### src/rtl/uart_rb_pkg.sv
package uart_rb_pkg;
  localparam int ADDR_W = 3;
  localparam int DATA_W = 8;
  localparam int IEN_W  = 4;
  localparam int MCR_W  = 5;
  localparam int DIV_W  = 2 * DATA_W;

  typedef enum logic [ADDR_W-1:0] {
    OFS_DATA = 3'd0,
    OFS_IEN  = 3'd1,
    OFS_IID  = 3'd2,
    OFS_LCR  = 3'd3,
    OFS_MCR  = 3'd4,
    OFS_LSR  = 3'd5,
    OFS_MSR  = 3'd6,
    OFS_SCR  = 3'd7
  } ofs_e;

  typedef struct packed {
    logic       dlab;
    logic       brk;
    logic       stick;
    logic       even;
    logic       pen;
    logic       stop;
    logic [1:0] wls;
  } lcr_t;

  localparam logic [DATA_W-1:0] IID_IDLE = 8'h01;

  // Character mask: 5 + wls data bits
  function automatic logic [DATA_W-1:0] char_mask(input logic [1:0] wls);
    return 8'hFF >> (2'd3 - wls);
  endfunction
endpackage

### src/rtl/uart_rb_decode.sv
module uart_rb_decode
  import uart_rb_pkg::*;
(
  input  logic              acc_en,
  input  logic              wr_en,
  input  logic [ADDR_W-1:0] addr,
  input  logic              dlab,
  output logic              st_thr,
  output logic              st_dlo,
  output logic              st_dhi,
  output logic              st_ien,
  output logic              st_lcr,
  output logic              st_mcr,
  output logic              st_scr,
  output logic              ld_rbr,
  output logic              ld_lsr
);
  logic wr, rd;
  ofs_e ofs;

  assign wr  = acc_en & wr_en;
  assign rd  = acc_en & ~wr_en;
  assign ofs = ofs_e'(addr);

  always_comb begin
    st_thr = 1'b0;
    st_dlo = 1'b0;
    st_dhi = 1'b0;
    st_ien = 1'b0;
    st_lcr = 1'b0;
    st_mcr = 1'b0;
    st_scr = 1'b0;
    ld_rbr = 1'b0;
    ld_lsr = 1'b0;
    case (ofs)
      OFS_DATA: begin
        st_thr = wr & ~dlab;
        st_dlo = wr & dlab;
        ld_rbr = rd & ~dlab;
      end
      OFS_IEN: begin
        st_ien = wr & ~dlab;
        st_dhi = wr & dlab;
      end
      OFS_LCR: st_lcr = wr;
      OFS_MCR: st_mcr = wr;
      OFS_LSR: ld_lsr = rd;
      OFS_SCR: st_scr = wr;
      default: ;
    endcase
  end
endmodule

### src/rtl/uart_rb_ctrl.sv
module uart_rb_ctrl
  import uart_rb_pkg::*;
(
  input  logic              clk,
  input  logic              rst_n,
  input  logic [DATA_W-1:0] wdata,
  input  logic              st_dlo,
  input  logic              st_dhi,
  input  logic              st_ien,
  input  logic              st_lcr,
  input  logic              st_mcr,
  input  logic              st_scr,
  output lcr_t              lcr,
  output logic [IEN_W-1:0]  int_en,
  output logic [MCR_W-1:0]  mcr,
  output logic [DATA_W-1:0] scratch,
  output logic [DATA_W-1:0] div_lo,
  output logic [DATA_W-1:0] div_hi
);
  lcr_t              lcr_q, lcr_d;
  logic [IEN_W-1:0]  ien_q, ien_d;
  logic [MCR_W-1:0]  mcr_q, mcr_d;
  logic [DATA_W-1:0] scr_q, scr_d;
  logic [DATA_W-1:0] dlo_q, dlo_d;
  logic [DATA_W-1:0] dhi_q, dhi_d;

  always_comb begin
    lcr_d = lcr_t'(wdata);
    ien_d = wdata[IEN_W-1:0];
    mcr_d = wdata[MCR_W-1:0];
    scr_d = wdata;
    dlo_d = wdata;
    dhi_d = wdata;
  end

  always_ff @(posedge clk or negedge rst_n) begin
    if (!rst_n) begin
      lcr_q <= '0;
      ien_q <= '0;
      mcr_q <= '0;
      scr_q <= '0;
      dlo_q <= '0;
      dhi_q <= '0;
    end else begin
      if (st_lcr) lcr_q <= lcr_d;
      if (st_ien) ien_q <= ien_d;
      if (st_mcr) mcr_q <= mcr_d;
      if (st_scr) scr_q <= scr_d;
      if (st_dlo) dlo_q <= dlo_d;
      if (st_dhi) dhi_q <= dhi_d;
    end
  end

  assign lcr     = lcr_q;
  assign int_en  = ien_q;
  assign mcr     = mcr_q;
  assign scratch = scr_q;
  assign div_lo  = dlo_q;
  assign div_hi  = dhi_q;
endmodule

### src/rtl/uart_rb_status.sv
module uart_rb_status
  import uart_rb_pkg::*;
(
  input  logic              clk,
  input  logic              rst_n,
  input  logic              st_thr,
  input  logic [DATA_W-1:0] wdata,
  input  logic [1:0]        wls,
  input  logic              ld_rbr,
  input  logic              ld_lsr,
  input  logic              tx_done,
  input  logic              rx_valid,
  input  logic [DATA_W-1:0] rx_byte,
  input  logic              rx_perr,
  input  logic              rx_ferr,
  input  logic              rx_brk,
  output logic [DATA_W-1:0] lsr,
  output logic [DATA_W-1:0] rx_buf,
  output logic              tx_load,
  output logic [DATA_W-1:0] tx_byte,
  output logic              tx_err
);
  logic thr_q, thr_d, tsr_q, tsr_d;
  logic dr_q, dr_d, ovr_q, ovr_d, pe_q, pe_d, fe_q, fe_d, bi_q, bi_d;
  logic [DATA_W-1:0] rbuf_q, rbuf_d, txb_q, txb_d;
  logic ld_q, ld_d, err_q, err_d;
  logic accept;

  assign accept = st_thr & thr_q;

  always_comb begin
    thr_d = thr_q;
    tsr_d = tsr_q;
    if (tx_done) begin
      thr_d = 1'b1;
      tsr_d = 1'b1;
    end
    if (accept) begin
      thr_d = 1'b0;
      tsr_d = 1'b0;
    end
    ld_d  = accept;
    err_d = st_thr & ~thr_q;
    txb_d = wdata & char_mask(wls);
    // arrivals take priority over read-clears
    dr_d   = (dr_q & ~ld_rbr) | rx_valid;
    ovr_d  = (ovr_q & ~ld_lsr) | (rx_valid & dr_q & ~ld_rbr);
    bi_d   = (bi_q & ~ld_lsr) | (rx_valid & rx_brk);
    pe_d   = rx_valid ? rx_perr : pe_q;
    fe_d   = rx_valid ? rx_ferr : fe_q;
    rbuf_d = rx_byte;
  end

  always_ff @(posedge clk or negedge rst_n) begin
    if (!rst_n) begin
      thr_q  <= 1'b1;
      tsr_q  <= 1'b1;
      dr_q   <= 1'b0;
      ovr_q  <= 1'b0;
      pe_q   <= 1'b0;
      fe_q   <= 1'b0;
      bi_q   <= 1'b0;
      rbuf_q <= '0;
      txb_q  <= '0;
      ld_q   <= 1'b0;
      err_q  <= 1'b0;
    end else begin
      thr_q <= thr_d;
      tsr_q <= tsr_d;
      dr_q  <= dr_d;
      ovr_q <= ovr_d;
      bi_q  <= bi_d;
      pe_q  <= pe_d;
      fe_q  <= fe_d;
      ld_q  <= ld_d;
      err_q <= err_d;
      if (rx_valid) rbuf_q <= rbuf_d;
      if (accept)   txb_q  <= txb_d;
    end
  end

  assign lsr     = {1'b0, tsr_q, thr_q, bi_q, fe_q, pe_q, ovr_q, dr_q};
  assign rx_buf  = rbuf_q;
  assign tx_load = ld_q;
  assign tx_byte = txb_q;
  assign tx_err  = err_q;
endmodule

### src/rtl/uart_regbank.sv
module uart_regbank
  import uart_rb_pkg::*;
(
  input  logic              clk,
  input  logic              rst_n,
  input  logic              host_sel,
  input  logic              host_wr,
  input  logic [ADDR_W-1:0] host_addr,
  input  logic [DATA_W-1:0] host_wdata,
  output logic [DATA_W-1:0] host_rdata,
  output logic              tx_load,
  output logic [DATA_W-1:0] tx_byte,
  output logic              tx_err,
  input  logic              tx_done,
  input  logic              rx_valid,
  input  logic [DATA_W-1:0] rx_byte,
  input  logic              rx_perr,
  input  logic              rx_ferr,
  input  logic              rx_brk,
  output logic [DATA_W-1:0] line_ctrl,
  output logic [MCR_W-1:0]  modem_ctrl,
  output logic [DIV_W-1:0]  divisor
);
  logic st_thr, st_dlo, st_dhi, st_ien, st_lcr, st_mcr, st_scr;
  logic rbr_read, lsr_read;
  lcr_t              lcr;
  logic [IEN_W-1:0]  int_en;
  logic [DATA_W-1:0] scratch, div_lo, div_hi, lsr_val, rx_buf;

  uart_rb_decode u_dec (
    .acc_en (host_sel),
    .wr_en  (host_wr),
    .addr   (host_addr),
    .dlab   (lcr.dlab),
    .st_thr (st_thr),
    .st_dlo (st_dlo),
    .st_dhi (st_dhi),
    .st_ien (st_ien),
    .st_lcr (st_lcr),
    .st_mcr (st_mcr),
    .st_scr (st_scr),
    .ld_rbr (rbr_read),
    .ld_lsr (lsr_read)
  );

  uart_rb_ctrl u_ctrl (
    .clk     (clk),
    .rst_n   (rst_n),
    .wdata   (host_wdata),
    .st_dlo  (st_dlo),
    .st_dhi  (st_dhi),
    .st_ien  (st_ien),
    .st_lcr  (st_lcr),
    .st_mcr  (st_mcr),
    .st_scr  (st_scr),
    .lcr     (lcr),
    .int_en  (int_en),
    .mcr     (modem_ctrl),
    .scratch (scratch),
    .div_lo  (div_lo),
    .div_hi  (div_hi)
  );

  uart_rb_status u_stat (
    .clk      (clk),
    .rst_n    (rst_n),
    .st_thr   (st_thr),
    .wdata    (host_wdata),
    .wls      (lcr.wls),
    .ld_rbr   (rbr_read),
    .ld_lsr   (lsr_read),
    .tx_done  (tx_done),
    .rx_valid (rx_valid),
    .rx_byte  (rx_byte),
    .rx_perr  (rx_perr),
    .rx_ferr  (rx_ferr),
    .rx_brk   (rx_brk),
    .lsr      (lsr_val),
    .rx_buf   (rx_buf),
    .tx_load  (tx_load),
    .tx_byte  (tx_byte),
    .tx_err   (tx_err)
  );

  always_comb begin
    case (ofs_e'(host_addr))
      OFS_DATA: host_rdata = lcr.dlab ? div_lo : rx_buf;
      OFS_IEN:  host_rdata = lcr.dlab ? div_hi : {{(DATA_W-IEN_W){1'b0}}, int_en};
      OFS_IID:  host_rdata = IID_IDLE;
      OFS_LCR:  host_rdata = lcr;
      OFS_MCR:  host_rdata = {{(DATA_W-MCR_W){1'b0}}, modem_ctrl};
      OFS_LSR:  host_rdata = lsr_val;
      OFS_SCR:  host_rdata = scratch;
      default:  host_rdata = '0;
    endcase
  end

  assign line_ctrl = lcr;
  assign divisor   = {div_hi, div_lo};
endmodule

### config.mk
export PLATFORM = sky130hd
export DESIGN_NAME = uart_regbank
export DESIGN_NICKNAME = d
export VERILOG_FILES = /design/src/rtl/uart_rb_pkg.sv /design/src/rtl/uart_rb_decode.sv /design/src/rtl/uart_rb_ctrl.sv /design/src/rtl/uart_rb_status.sv /design/src/rtl/uart_regbank.sv
export SDC_FILE = /design/constraint.sdc
export NUM_CORES = 1
export LEC_CHECK = 0
export BUFFER_PORTS_ARGS = -buffer_cell sky130_fd_sc_hd__buf_4
export CAP_MARGIN = 30
export CORE_UTILIZATION = 53
export DETAILED_ROUTE_END_ITERATION = 8
export PLACE_DENSITY = 0.75
export SKIP_CTS_REPAIR_TIMING = 1
export SKIP_LAST_GASP = 1
export SYNTH_ARGS = -nofsm -noshare
export SYNTH_HDL_FRONTEND = slang
export SYNTH_SLANG_ARGS = --single-unit
### constraint.sdc
create_clock -name clk -period 1.69 [get_ports clk]
set_input_delay 0.2535 -clock clk [delete_from_list [all_inputs] [get_ports clk]]
set_output_delay 0.2535 -clock clk [all_outputs]
set_load 0.02 [all_outputs]
# Yosys cells after proc, flatten, opt, wreduce, memory -nomap -nowiden
# Index checks and enable logic that the tools add are counted.
[totals]
in_bits = 28
output_inout_bits = 47
reg_bits = 65
word_cells = 68
[classes]
n_reduce_logical = 2
n_addsub = 1
shift = 1
bitwise = 22
n_mux = 14
n_eq_ne = 6
[ops]
columns = ["operator", "n"]
rows = [
  ["8-bit case mux with 7 select lines", 1],
  ["8-bit two-way mux", 2],
  ["1-bit AND", 13],
  ["1-bit two-way mux", 11],
  ["3-bit equality test, second input constant", 3],
  ["8-bit AND", 1],
  ["8-bit by 2-bit >> shifter with 8-bit output, first input constant", 1],
  ["3-bit by 2-bit equality test with 1-bit output, second input constant", 2],
  ["1-bit inverter", 5],
  ["3-bit by 1-bit equality test with 1-bit output, second input constant", 1],
  ["3-bit logical NOT", 1],
  ["1-bit OR", 3],
  ["2-bit nonzero test", 1],
  ["2-bit subtractor, first input constant", 1],
]

# Longest topological paths before layout
# Gate-level depths: netlist of run 1.
[depth]
depth_word = 7
depth_mapped = 5
ltp_nobuf = 3

# Hierarchy
# From an unflattened synthesis of run 1, not the netlist that was laid out.
[unflattened]
hier_cells = 239
hier_area_um2 = 3271.9
[modules_own_cells]
columns = ["module", "seq_area_each_um2", "cells_each", "area_per_inst_um2", "n_inst"]
rows = [
  ["uart_rb_ctrl", 1026.0, 86, 1652.8, 1],
  ["uart_rb_status", 601.8, 67, 991.0, 1],
  ["uart_regbank", 0.0, 70, 534.3, 1],
  ["uart_rb_decode", 0.0, 16, 93.8, 1],
]

# Worst setup path before layout of run 1
# OpenSTA, ideal clock, no wires.
[synth_path]
path_type = "register -> output"
start = "register u_ctrl.lcr_q, in the netlist u_ctrl.lcr[7]"
end = "output host_rdata[5]"
stages_incl_launch_ff = 6
path_buffers = 2
slack_ns = 0.033
t_arrival_ns = 1.403
path_cell_list = "dfrtp_1 buf_4 buf_2 nor2b_1 a22oi_1 o221ai_1"
[synth_between]
elab_chain_cells = 2
word_cells_on_any_way = 3
classes_between = "mux (3)"
[synth_rtl]
columns = ["element", "line", "source"]
rows = [
  ["from (decl)", "uart_rb_ctrl.sv:20", "lcr_t lcr_q, lcr_d;"],
  ["from (signal assigned)", "uart_rb_ctrl.sv:45", "if (st_lcr) lcr_q <= lcr_d;"],
  ["8-bit two-way mux (on tied branches)", "uart_regbank.sv:88, uart_regbank.sv:87", ""],
  ["8-bit case mux with 7 select lines *", "uart_regbank.sv:86", "case (ofs_e'(host_addr))"],
  ["to (decl)", "uart_regbank.sv:10", "output logic [DATA_W-1:0] host_rdata,"],
]
# Every way passes the cells marked *; elsewhere a longest branch is shown, timed or not.

# Final worst setup path of run 1
[layout_path]
start = "register u_ctrl.lcr_q, in the netlist u_ctrl.lcr[7]"
end = "output host_rdata[1]"
# The elaborated chain is that of the path after synthesis.

==> impl_metrics.yaml, run 1 <==
status:
  outcome: "finished, violations left"
  violations: "setup timing"
synth:
  syn_nets: 251
  synth_top_area_share: 0.524
  synth.largest_area_cell: "dfrtp_1"
  yosysSeqAreaShare: 0.532
  ys_types: 40
  netlist_area_um2: 3060
  ys_warn_count: 0
  ys_ff_latch: 65
  avgSynthCellArea_um2: 13.7
  synth.area.top_cells: "dfrtp_1 52%, mux2_2 25%, mux2i_1 4.9%"
  synthCells: 223
worst_setup_path:
  critical_path_arrival_ns: 1.72
  critical-path-max-stage-delay_ns: 0.43
  crit_type: "flop to output pin"
  start_kind: "flop"
  required_ns: 1.44
  endpoint_kind: "output pin"
  crit_fanout: 7
  slowest_stage: "dfrtp_2"
  cp_cell_sequence: "buf_12, mux2_2, mux2i_1, o221ai_2, buf_4"
clocking:
  clock_tree.buffer_depth: 2
  clock-sinks: 65
  clk_pin_slew_ns: 0.07
  clkLatencyLatePin_ns: 0.33
  numCtsBuffers: 9
  htree_levels: 3
  cts_tree: "built"
  clk_root_buffer_cell: "clkbuf_8"
final_layout:
  fin_cells: 396
  diodes: 0
  syn_to_final_growth_pct: 33.8
  stdcell_area_um2: 4090
  final_core_util: 0.739
  final_nets: 347
  layout-drive-gt1-share: 0.580
global_route:
  grt_max_degree: 34
  grt_pass1_vias: 2168
  overflow: 0
  antenna_found_initial: 0
  track_usage: 0.256
  grt_pass1_wl_um: 11200
power:
  seq_power_share: 0.413
  p_int_mw: 3.54
  power.density_nw_per_um2: 1230
  clkPwrFrac: 0.296
  comb_power_share: 0.291
  p_leak_nw: 1.96
  p_switching_mw: 1.48
  swShare: 0.295
  ir_worst_vdd_uv: 1000
run:
  maxCapViolations: 0
timing:
  fmax_ghz: 0.506
  min_period_ns: 1.98
  finalHoldViolCount: 0
  tightest_slew_ns: 0.420
  clock_skew_ns: 0.00650
  finalSetupViolCount: 8
  min_period_over_period: 1.17
  worst_slack_ns: -0.286
  slew_headroom: 0.720
  rsz0062_at_grt: "true"
  slew_viol_final: 0
drt:
  drtAntennaViolNets: 0
  first_iter_violations: 123
  vias: 2198
  dr.pass1.iters: 4
  routed_via_density: 5.55
  routed_wl_um: 7280
  wl_per_cell_um: 18.4
  drc: 0
floorplan:
  core_area_um2: 5540
  die_width_um: 78.0
  ios: 75
  start_util: 0.552
  fp.dieArea_um2: 6080
  rows: 27
  die_h_um: 78.0
placement:
  gp_congestion: 0.855
  dp.cells: 378
  dp_hpwl_um: 5280
  portBuffers: 74
  place_area_um2: 3820
hold_path:
  hold_class: "input port to flop"
==> cells by family (layout without fill, tap and decap cells) <==
family,after synthesis,after routing,share of synthesized area
mux,82,82,0.296
flops,65,65,0.532
simple gates,37,37,0.0847
compound gates,23,23,0.0610
buf+inv,16,117,0.0262
==> state kept, by name (all words and copies together), names as in the netlist, 4 cells and up <==
| name | count |
|---|---|
| u_ctrl.div_hi | 8 |
| u_stat.tx_byte | 8 |
| u_stat.rx_buf | 8 |
| u_ctrl.lcr | 8 |
| u_ctrl.int_en | 4 |
| u_ctrl.div_lo | 8 |
| u_ctrl.mcr | 5 |
| u_ctrl.scratch | 8 |
==> area by class of cell <==
class	count	area, µm²
tap	72	90.1
sequential	65	1630
clock buffer	14	163
fill	396	1450
clock inverter	2	60.1
multi-input combinational	142	1360
timing repair buffer	96	769
inverter	5	18.8
==> power by group through the flow <==
stage	combinational, mW	sequential, mW	clock [mW]
6_report	1.46	2.07	1.48
5_1_grt	1.55	2.11	1.59
4_1_cts	1.43	2.07	1.51
3_5_place_dp	1.43	2.09	0
3_3_place_gp	1.41	2.09	0
2_1_floorplan	0.615	2.27	0
==> routing by layer <==
| layer | track usage | routed length, µm | vias to the layer above |
|---|---|---|---|
| li1 | - | - | 1021 |
| met3 | 0.0659 | 355 | 4 |
| met5 | 0 | 0 | - |
| met1 | 0.331 | 3270 | 1104 |
| met2 | 0.422 | 3600 | 69 |
| met4 | 0.0833 | 46 | 0 |
==> final timing paths <==
path / startpoint / to / slack, ns / depth (start not counted)
max: u_ctrl.lcr[7]$_DFFE_PN0P_ / host_rdata[1] / -0.29 / 5
min: tx_done / u_stat.tsr_q$_DFFE_PN1P_ / 0.12 / 2
max reg2reg: u_ctrl.lcr[7]$_DFFE_PN0P_ / u_ctrl.div_hi[5]$_DFFE_PN0P_ / 0.03 / 5
min reg2reg: u_ctrl.scratch[5]$_DFFE_PN0P_ / u_ctrl.scratch[5]$_DFFE_PN0P_ / 0.51 / 1
max in group asynchronous: rst_n / u_ctrl.div_lo[2]$_DFFE_PN0P_ / 0.77 / 3
min in group asynchronous: rst_n / u_ctrl.lcr[5]$_DFFE_PN0P_ / 0.40 / 2
==> synth_stat cells <==
| cell | instances |
|---|---|
| dfrtp_1 | 64 |
| a32o_1 | 2 |
| nand3_1 | 5 |
| or3_1 | 4 |
| or2_2 | 1 |
| and3_1 | 1 |
| and3b_1 | 1 |
| nand3_2 | 1 |
| nand2_2 | 1 |
| o221ai_1 | 5 |
| nor4_4 | 1 |
| o21a_1 | 1 |
| a211o_1 | 1 |
| nor3_4 | 1 |
| o21ai_0 | 2 |
| a22oi_1 | 5 |
| and4b_1 | 1 |
| a221o_1 | 2 |
| and2_1 | 1 |
| o22ai_1 | 1 |
| nand2_1 | 3 |
| nand2b_1 | 2 |
| nor2_2 | 2 |
| clkbuf_1 | 2 |
| nand4_2 | 1 |
| nor2_1 | 3 |
| nor2b_1 | 5 |
| dfstp_2 | 1 |
| o31ai_1 | 1 |
| mux2_2 | 67 |
| a22o_1 | 1 |
| a21o_1 | 1 |
| buf_2 | 4 |
| buf_4 | 4 |
| mux2i_1 | 15 |
| nand4b_1 | 2 |
| inv_1 | 5 |
| nor2b_2 | 1 |
| buf_1 | 1 |
| o32ai_1 | 1 |
==> stage by stage <==
step	hold WS, ns	TNS [ns]	setup slack, ns	power (mW)
floorplan	-0.0421	0	0.0334	2.89
global placement	0.220	0	0.0552	3.49
detailed placement	0.223	0	0.0522	3.52
CTS	-0.142	-2.10	-0.323	5.01
global route	0.109	-2.51	-0.361	5.25
finish	0.123	-1.92	-0.286	5.02
==> worst max-delay path, delay by kind of cell (launching register included) <==
family | cells | cell delay (ns)
muxes | 2 | 0.51
buffers and inverters | 2 | 0.31
AOI/OAI and AO/OA | 1 | 0.13
DFF | 1 | 0.43
==> cell usage in the layout (no fill, tap or decap), types with 2 or more instances in the layout <==
cell and count:
bufinv_16 2, a32o_1 2, buf_12 2, a22oi_1 5
nand3_1 5, clkbuf_1 3, inv_1 5, nor2b_2 2
mux2i_1 15, a221o_1 2, nand2b_1 2, dfrtp_1 63
clkbuf_8 11, nand4b_1 2, nor2_2 2, nand2_1 3
or3_1 4, nor2b_1 4, nor2_1 3, buf_4 91
o221ai_1 4, o21ai_0 2, mux2_2 66
(Power assumes the default switching activity.)
==> run 2, diff against run 1 <==
Settings changed: ABC_AREA set to 1, CORE_UTILIZATION 53 to 54, PLACE_DENSITY 0.75 to 0.76.
==> run 2 against run 1 <==
The run still ends with setup timing left. Non-clock buffer count shrank 17. Combinational power is essentially flat. Clock skew grew 0.0011 ns. Fmax grew 11%. Flip-flop and latch count is the same. Critical path depth grew 2. Register-to-register slack gained 0.28 ns. Worst setup slack gained 0.20 ns. Synthesized cell count grew 76%. Critical endpoint unchanged. Core utilization shrank 2.2 points.
==> impl_metrics.yaml, run 2 <==
timing:
  min_period_ns: 1.78
  slew_viol_final: 0
  min_period_over_period: 1.05
  rsz0062_at_grt: "true"
  tightest_slew_ns: 0.431
  holdWs_ns: 0.120
  finalSetupViolCount: 7
  fmax_ghz: 0.562
  slew_headroom: 0.712
  setup-tns-final_ns: -0.385
  finalHoldViolCount: 0
  worst_slack_ns: -0.0879
  clock_skew_ns: 0.00757
global_route:
  track_usage: 0.284
  met1_usage: 0.413
  gr-usage-met2: 0.415
  grt_pass1_vias: 2603
  grt_pass1_wl_um: 13100
  grtUsageMet3: 0.0560
  antenna_found_initial: 0
  grt_max_degree: 35
  overflow: 0
  gr-max-usage-layer: "met2"
final_layout:
  final_common_cell: "nand2_1"
  final_nets: 495
  nFillCells: 453
  final_cell_mix: "133 x nand2_1, 76 x buf_4, 63 x dfrtp_1, 36 x inv_1, 24 x nor2_1"
  stdcell_area_um2: 4050
  layout-drive-gt1-share: 0.283
  syn_to_final_growth_pct: 25.1
  diodes: 0
status:
  outcome: "finished, violations left"
  violations: "setup timing"
drt:
  dr.pass1.iters: 5
  wl_per_cell_um: 15.1
  routed_wl_um: 8180
  vias: 2887
  routed_via_density: 5.33
  drc: 0
  first_iter_violations: 238
  drtAntennaViolNets: 0
synth:
  synth.largest_area_cell: "dfrtp_1"
  synthFlopType: "dfrtp_1"
  netlist_area_um2: 3230
  synthSimpleGateAreaFrac: 0.294
  ys_warn_count: 0
  synthCells: 393
  synth-edff-count: 0
  synthMuxAreaShare: 0
  synth-compound-area-share: 0.118
  synth_top_area_share: 0.495
  netlist_top_cells_count: "133 x nand2_1, 64 x dfrtp_1, 36 x inv_1, 24 x nor2_1, 22 x o21ai_0"
  yosysMostFrequentCell: "nand2_1"
  avgSynthCellArea_um2: 8.23
  synth.area.top_cells: "dfrtp_1 50%, nand2_1 15%, o21ai_2 4.3%"
  synthXorXnorAreaFrac: 0
  synth_top_family_by_area: "simple AND/OR/NAND/NOR gates"
  async_flop_share: 1.00
  synth-adder-area-share: 0
  syn_nets: 421
  yosysSeqAreaShare: 0.503
  ys_ff_latch: 65
  ys_types: 26
worst_setup_path:
  crit_fanout: 20
  slowest_stage: "dfrtp_2"
  cp_num_buf_inv: 3
  worstReg2RegStart: "u_ctrl.lcr[7]$_DFFE_PN0P_"
  required_ns: 1.44
  critical-path-max-stage-delay_ns: 0.46
  ff2ff_setup_slack_ns: 0.31
  start_kind: "flop"
  endpoint_kind: "output pin"
  r2r-end: "u_stat.tx_byte[5]$_DFFE_PN0P_"
  crit_type: "flop to output pin"
  r2r_cells: 6
  path_delay_family: "flip-flops"
  critical_path_arrival_ns: 1.52
  cp_cell_sequence: "buf_12, o21ai_2, nand2_1, nand2_1, inv_1, nand2_1, buf_4"
  cpMostUsedCell: "nand2_1"
power:
  power.density_nw_per_um2: 1200
  p_leak_nw: 2.15
  ir_worst_vdd_uv: 865
clocking:
  clock-sinks: 65
  clock_tree.buffer_depth: 2
  clk_root_buffer_cell: "clkbuf_8"
  clkLatencyLatePin_ns: 0.35
  cts_tree: "built"
  clk_pin_slew_ns: 0.06
  numCtsBuffers: 9
  htree_levels: 3
floorplan:
  ios: 75
  die_h_um: 79.4
  die_width_um: 79.4
  core_area_um2: 5640
  rows: 27
  start_util: 0.573
  fp.dieArea_um2: 6300
hold_path:
  hold_class: "input port to flop"
  hp-start: "rx_perr"
  whs_path_depth: 3
  hold-path-endpoint: "u_stat.pe_q$_DFFE_PN0P_"
placement:
  portBuffers: 74
  place_ws_ns: 0.0891
  gp_congestion: 0.903
  dp_hpwl_um: 5860
  place_area_um2: 3820
run:
  maxCapViolations: 0
[run 2: cell types whose count changed in the layout (fill, tap and decap cells not counted), sizes merged, moves of 4 or more]
cell,delta
mux2,-67
or3,-4
nor2,+24
nand4,+11
mux2i,-15
nand2,+137
nand3,+14
a22oi,-5
inv,+37
buf,-16
o21ai,+55
a21oi,+7
nor2b,-6
o221ai,-5
[run 2: stage by stage]
step                utilization  instances  power, mW
floorplan                     -        393       2.85
global placement          0.677        526       3.45
detailed placement        0.677        526       3.48
CTS                       0.713        540       4.84
global route              0.717        542       5.09
finish                    0.717        542       4.84
[run 2: how the worst max path moves through the flow]
stage                               from             to  depth (start not counted)
3_5_place_dp                host_addr[2]  host_rdata[2]                          7
4_1_cts        u_ctrl.lcr[7]$_DFFE_PN0P_  host_rdata[1]                          7
2_1_floorplan  u_ctrl.lcr[7]$_DFFE_PN0P_  host_rdata[1]                          7
5_1_grt        u_ctrl.lcr[7]$_DFFE_PN0P_  host_rdata[1]                          8
3_3_place_gp                host_addr[2]  host_rdata[4]                          7
6_report       u_ctrl.lcr[7]$_DFFE_PN0P_  host_rdata[1]                          7
[run 2: worst register-to-register path: stages, from the launching register on]
cell and delay (ns):
dfrtp_2 0.46, inv_4 0.14, nand2_1 0.17, nor2_8 0.19, nand2_2 0.16, nand2_1 0.10
nand2_1 0.05
[run 2: power breakdown]
part           internal [mW]  switching, mW  leakage (nW)
clock network          0.785          0.573         0.101
registers               1.84          0.204         0.800
logic                  0.582          0.856          1.25
total                   3.21           1.63          2.15
[run 2: layout make-up]
cell class	instances	area [µm²]	share of cell area
sequential	65	1630	0.403
clock buffer	12	165	0.0408
clock inverter	2	37.5	0.00928
timing repair buffer	79	621	0.153
inverter	42	168	0.0414
multi-input combinational	270	1340	0.330
tap	72	90.1	0.0223
[run 2: cell families (layout without fill, tap and decap cells)]
group	count (synthesis)	in the layout
flip-flops	65	65
AO/OA/AOI/OAI	64	64
AND/OR/NAND/NOR	206	206
buffers and inverters	58	135
[run 2: metal layers]
layer	share of wire	wire, µm
met5	0	0
met4	0.021	170
met3	0.077	631
met1	0.45	3650
met2	0.46	3730
==> run 3, diff against run 2 <==
Settings changed: CORE_UTILIZATION 54 to 38, PLACE_DENSITY 0.76 to 0.56.
==> run 3 against run 2 <==
The flow still finishes with violations (setup timing). Power shrank 1.3%. Clock power shrank 4%. Cell count grew 6.6%. Via count shrank 3.5%. Critical path depth grew 1. Largest power group unchanged.
==> impl_metrics.yaml, run 3 (same netlist as run 2, synthesis figures left out) <==
worst_setup_path:
  critical-path-max-stage-delay_ns: 0.46
  required_ns: 1.44
  critical_path_arrival_ns: 1.54
  endpoint_kind: "output pin"
  start_kind: "flop"
  r2r-end: "u_ctrl.div_hi[0]$_DFFE_PN0P_"
  slowest_stage: "dfrtp_2"
  cpMostUsedCell: "nand2_1"
  cp_cell_sequence: "buf_12, nand2_1, nand2_1, nand2_1, nand2_1, nor2_1, nand2_1, buf_4"
  crit_fanout: 18
  r2r_cells: 5
  cp-startpoint: "u_ctrl.lcr[7]$_DFFE_PN0P_"
  worstReg2RegStart: "u_ctrl.lcr[7]$_DFFE_PN0P_"
  critPathCapture: "host_rdata[0]"
  crit_type: "flop to output pin"
  ff2ff_setup_slack_ns: 0.31
final_layout:
  stdcell_area_um2: 4080
  diodes: 0
  syn_to_final_growth_pct: 26.2
  final_nets: 496
  final_common_cell: "nand2_1"
  layout-drive-gt1-share: 0.281
  final_cell_mix: "133 x nand2_1, 77 x buf_4, 63 x dfrtp_1, 36 x inv_1, 24 x nor2_1"
floorplan:
  ios: 75
  rows: 33
  die_h_um: 94.2
  die_width_um: 94.2
  core_area_um2: 8220
  fp.dieArea_um2: 8880
  start_util: 0.393
global_route:
  grt_pass1_vias: 2631
  grt_max_degree: 41
  track_usage: 0.208
  met1_usage: 0.303
  grt_pass1_wl_um: 13700
  gr-usage-met2: 0.310
  gr-max-usage-layer: "met2"
  antenna_found_initial: 0
  overflow: 0
  grtUsageMet3: 0.0340
drt:
  dr.pass1.iters: 4
  routed_via_density: 4.82
  wl_per_cell_um: 14.9
  first_iter_violations: 136
  drc: 0
  drtAntennaViolNets: 0
  vias: 2787
  routed_wl_um: 8620
clocking:
  htree_levels: 3
  clock_tree.buffer_depth: 2
  clk_pin_slew_ns: 0.07
  numCtsBuffers: 9
  cts_tree: "built"
  clock-sinks: 65
  clkLatencyLatePin_ns: 0.34
  clk_root_buffer_cell: "clkbuf_8"
power:
  totalPowerFinal_mw: 4.78
  ir_worst_vdd_uv: 446
  p_leak_nw: 2.15
  power.density_nw_per_um2: 1170
hold_path:
  whs_path_depth: 3
  hold_class: "input port to flop"
  hp-start: "rx_byte[3]"
timing:
  worst_slack_ns: -0.100
  finalHoldViolCount: 0
  clock_skew_ns: 0.00700
  rsz0062_at_grt: "true"
  finalSetupViolCount: 7
  slew_headroom: 0.751
  tightest_slew_ns: 0.372
  holdWs_ns: 0.117
  slew_viol_final: 0
  min_period_ns: 1.79
  min_period_over_period: 1.06
  setup-tns-final_ns: -0.383
  fmax_ghz: 0.559
placement:
  portBuffers: 74
  dp_hpwl_um: 6270
  gp_congestion: 0.825
  place_area_um2: 3860
  place_ws_ns: 0.0797
run:
  maxCapViolations: 0
status:
  violations: "setup timing"
  outcome: "finished, violations left"
==> run 3: changes by cell type in the layout (fill, tap and decap cells not counted) <==
cell        change
clkbuf_1        +3
clkinvlp_4      -1
o21ai_0         +2
clkinv_2        +2
o21ai_1         -2
buf_4           +1
clkbuf_8        -2
==> run 3: worst min path at each step <==
| stage | slack, ns | endpoint |
|---|---|---|
| after floorplan | -0.04 | u_ctrl.div_hi[0]$_DFFE_PN0P_ |
| after global placement | 0.20 | u_ctrl.div_hi[1]$_DFFE_PN0P_ |
| after detailed placement | 0.20 | u_ctrl.div_hi[1]$_DFFE_PN0P_ |
| after CTS | -0.17 | u_ctrl.div_hi[1]$_DFFE_PN0P_ |
| after global routing | 0.12 | u_stat.rx_buf[7]$_DFFE_PN0P_ |
| final | 0.12 | u_stat.rx_buf[3]$_DFFE_PN0P_ |
==> run 3: final cells by class <==
type,instances,area [µm²]
fill,805,4140
sequential,65,1630
multi-input combinational,270,1340
timing repair buffer,80,628
inverter,42,168
clock buffer,13,149
tap,105,131
clock inverter,3,40.0
==> run 3: critical path: cells and delay by family (launching register included) <==
family	cells	cell delay [ns]
AND/OR/NAND/NOR	6	0.41
buffers and inverters	2	0.33
flip-flops	1	0.46
==> run 3: stage by stage <==
| step | instances | util |
|---|---|---|
| global placement | 561 | 0.470 |
| global route | 578 | 0.497 |
| finish | 578 | 0.497 |
| floorplan | 393 | - |
| CTS | 577 | 0.493 |
| detailed placement | 561 | 0.470 |
==> run 3: power by group <==
group / switching (mW) / internal (mW) / total (mW)
clock: 0.589 / 0.720 / 1.31
sequential: 0.203 / 1.84 / 2.04
combinational: 0.845 / 0.581 / 1.43
total: 1.64 / 3.14 / 4.78
==> run 3: metal layers <==
layer  wire length [µm]  vias up
met5                  0        -
li1                   -     1406
met4                 85        0
met1               4150     1309
met2               4040       63
met3                347        9
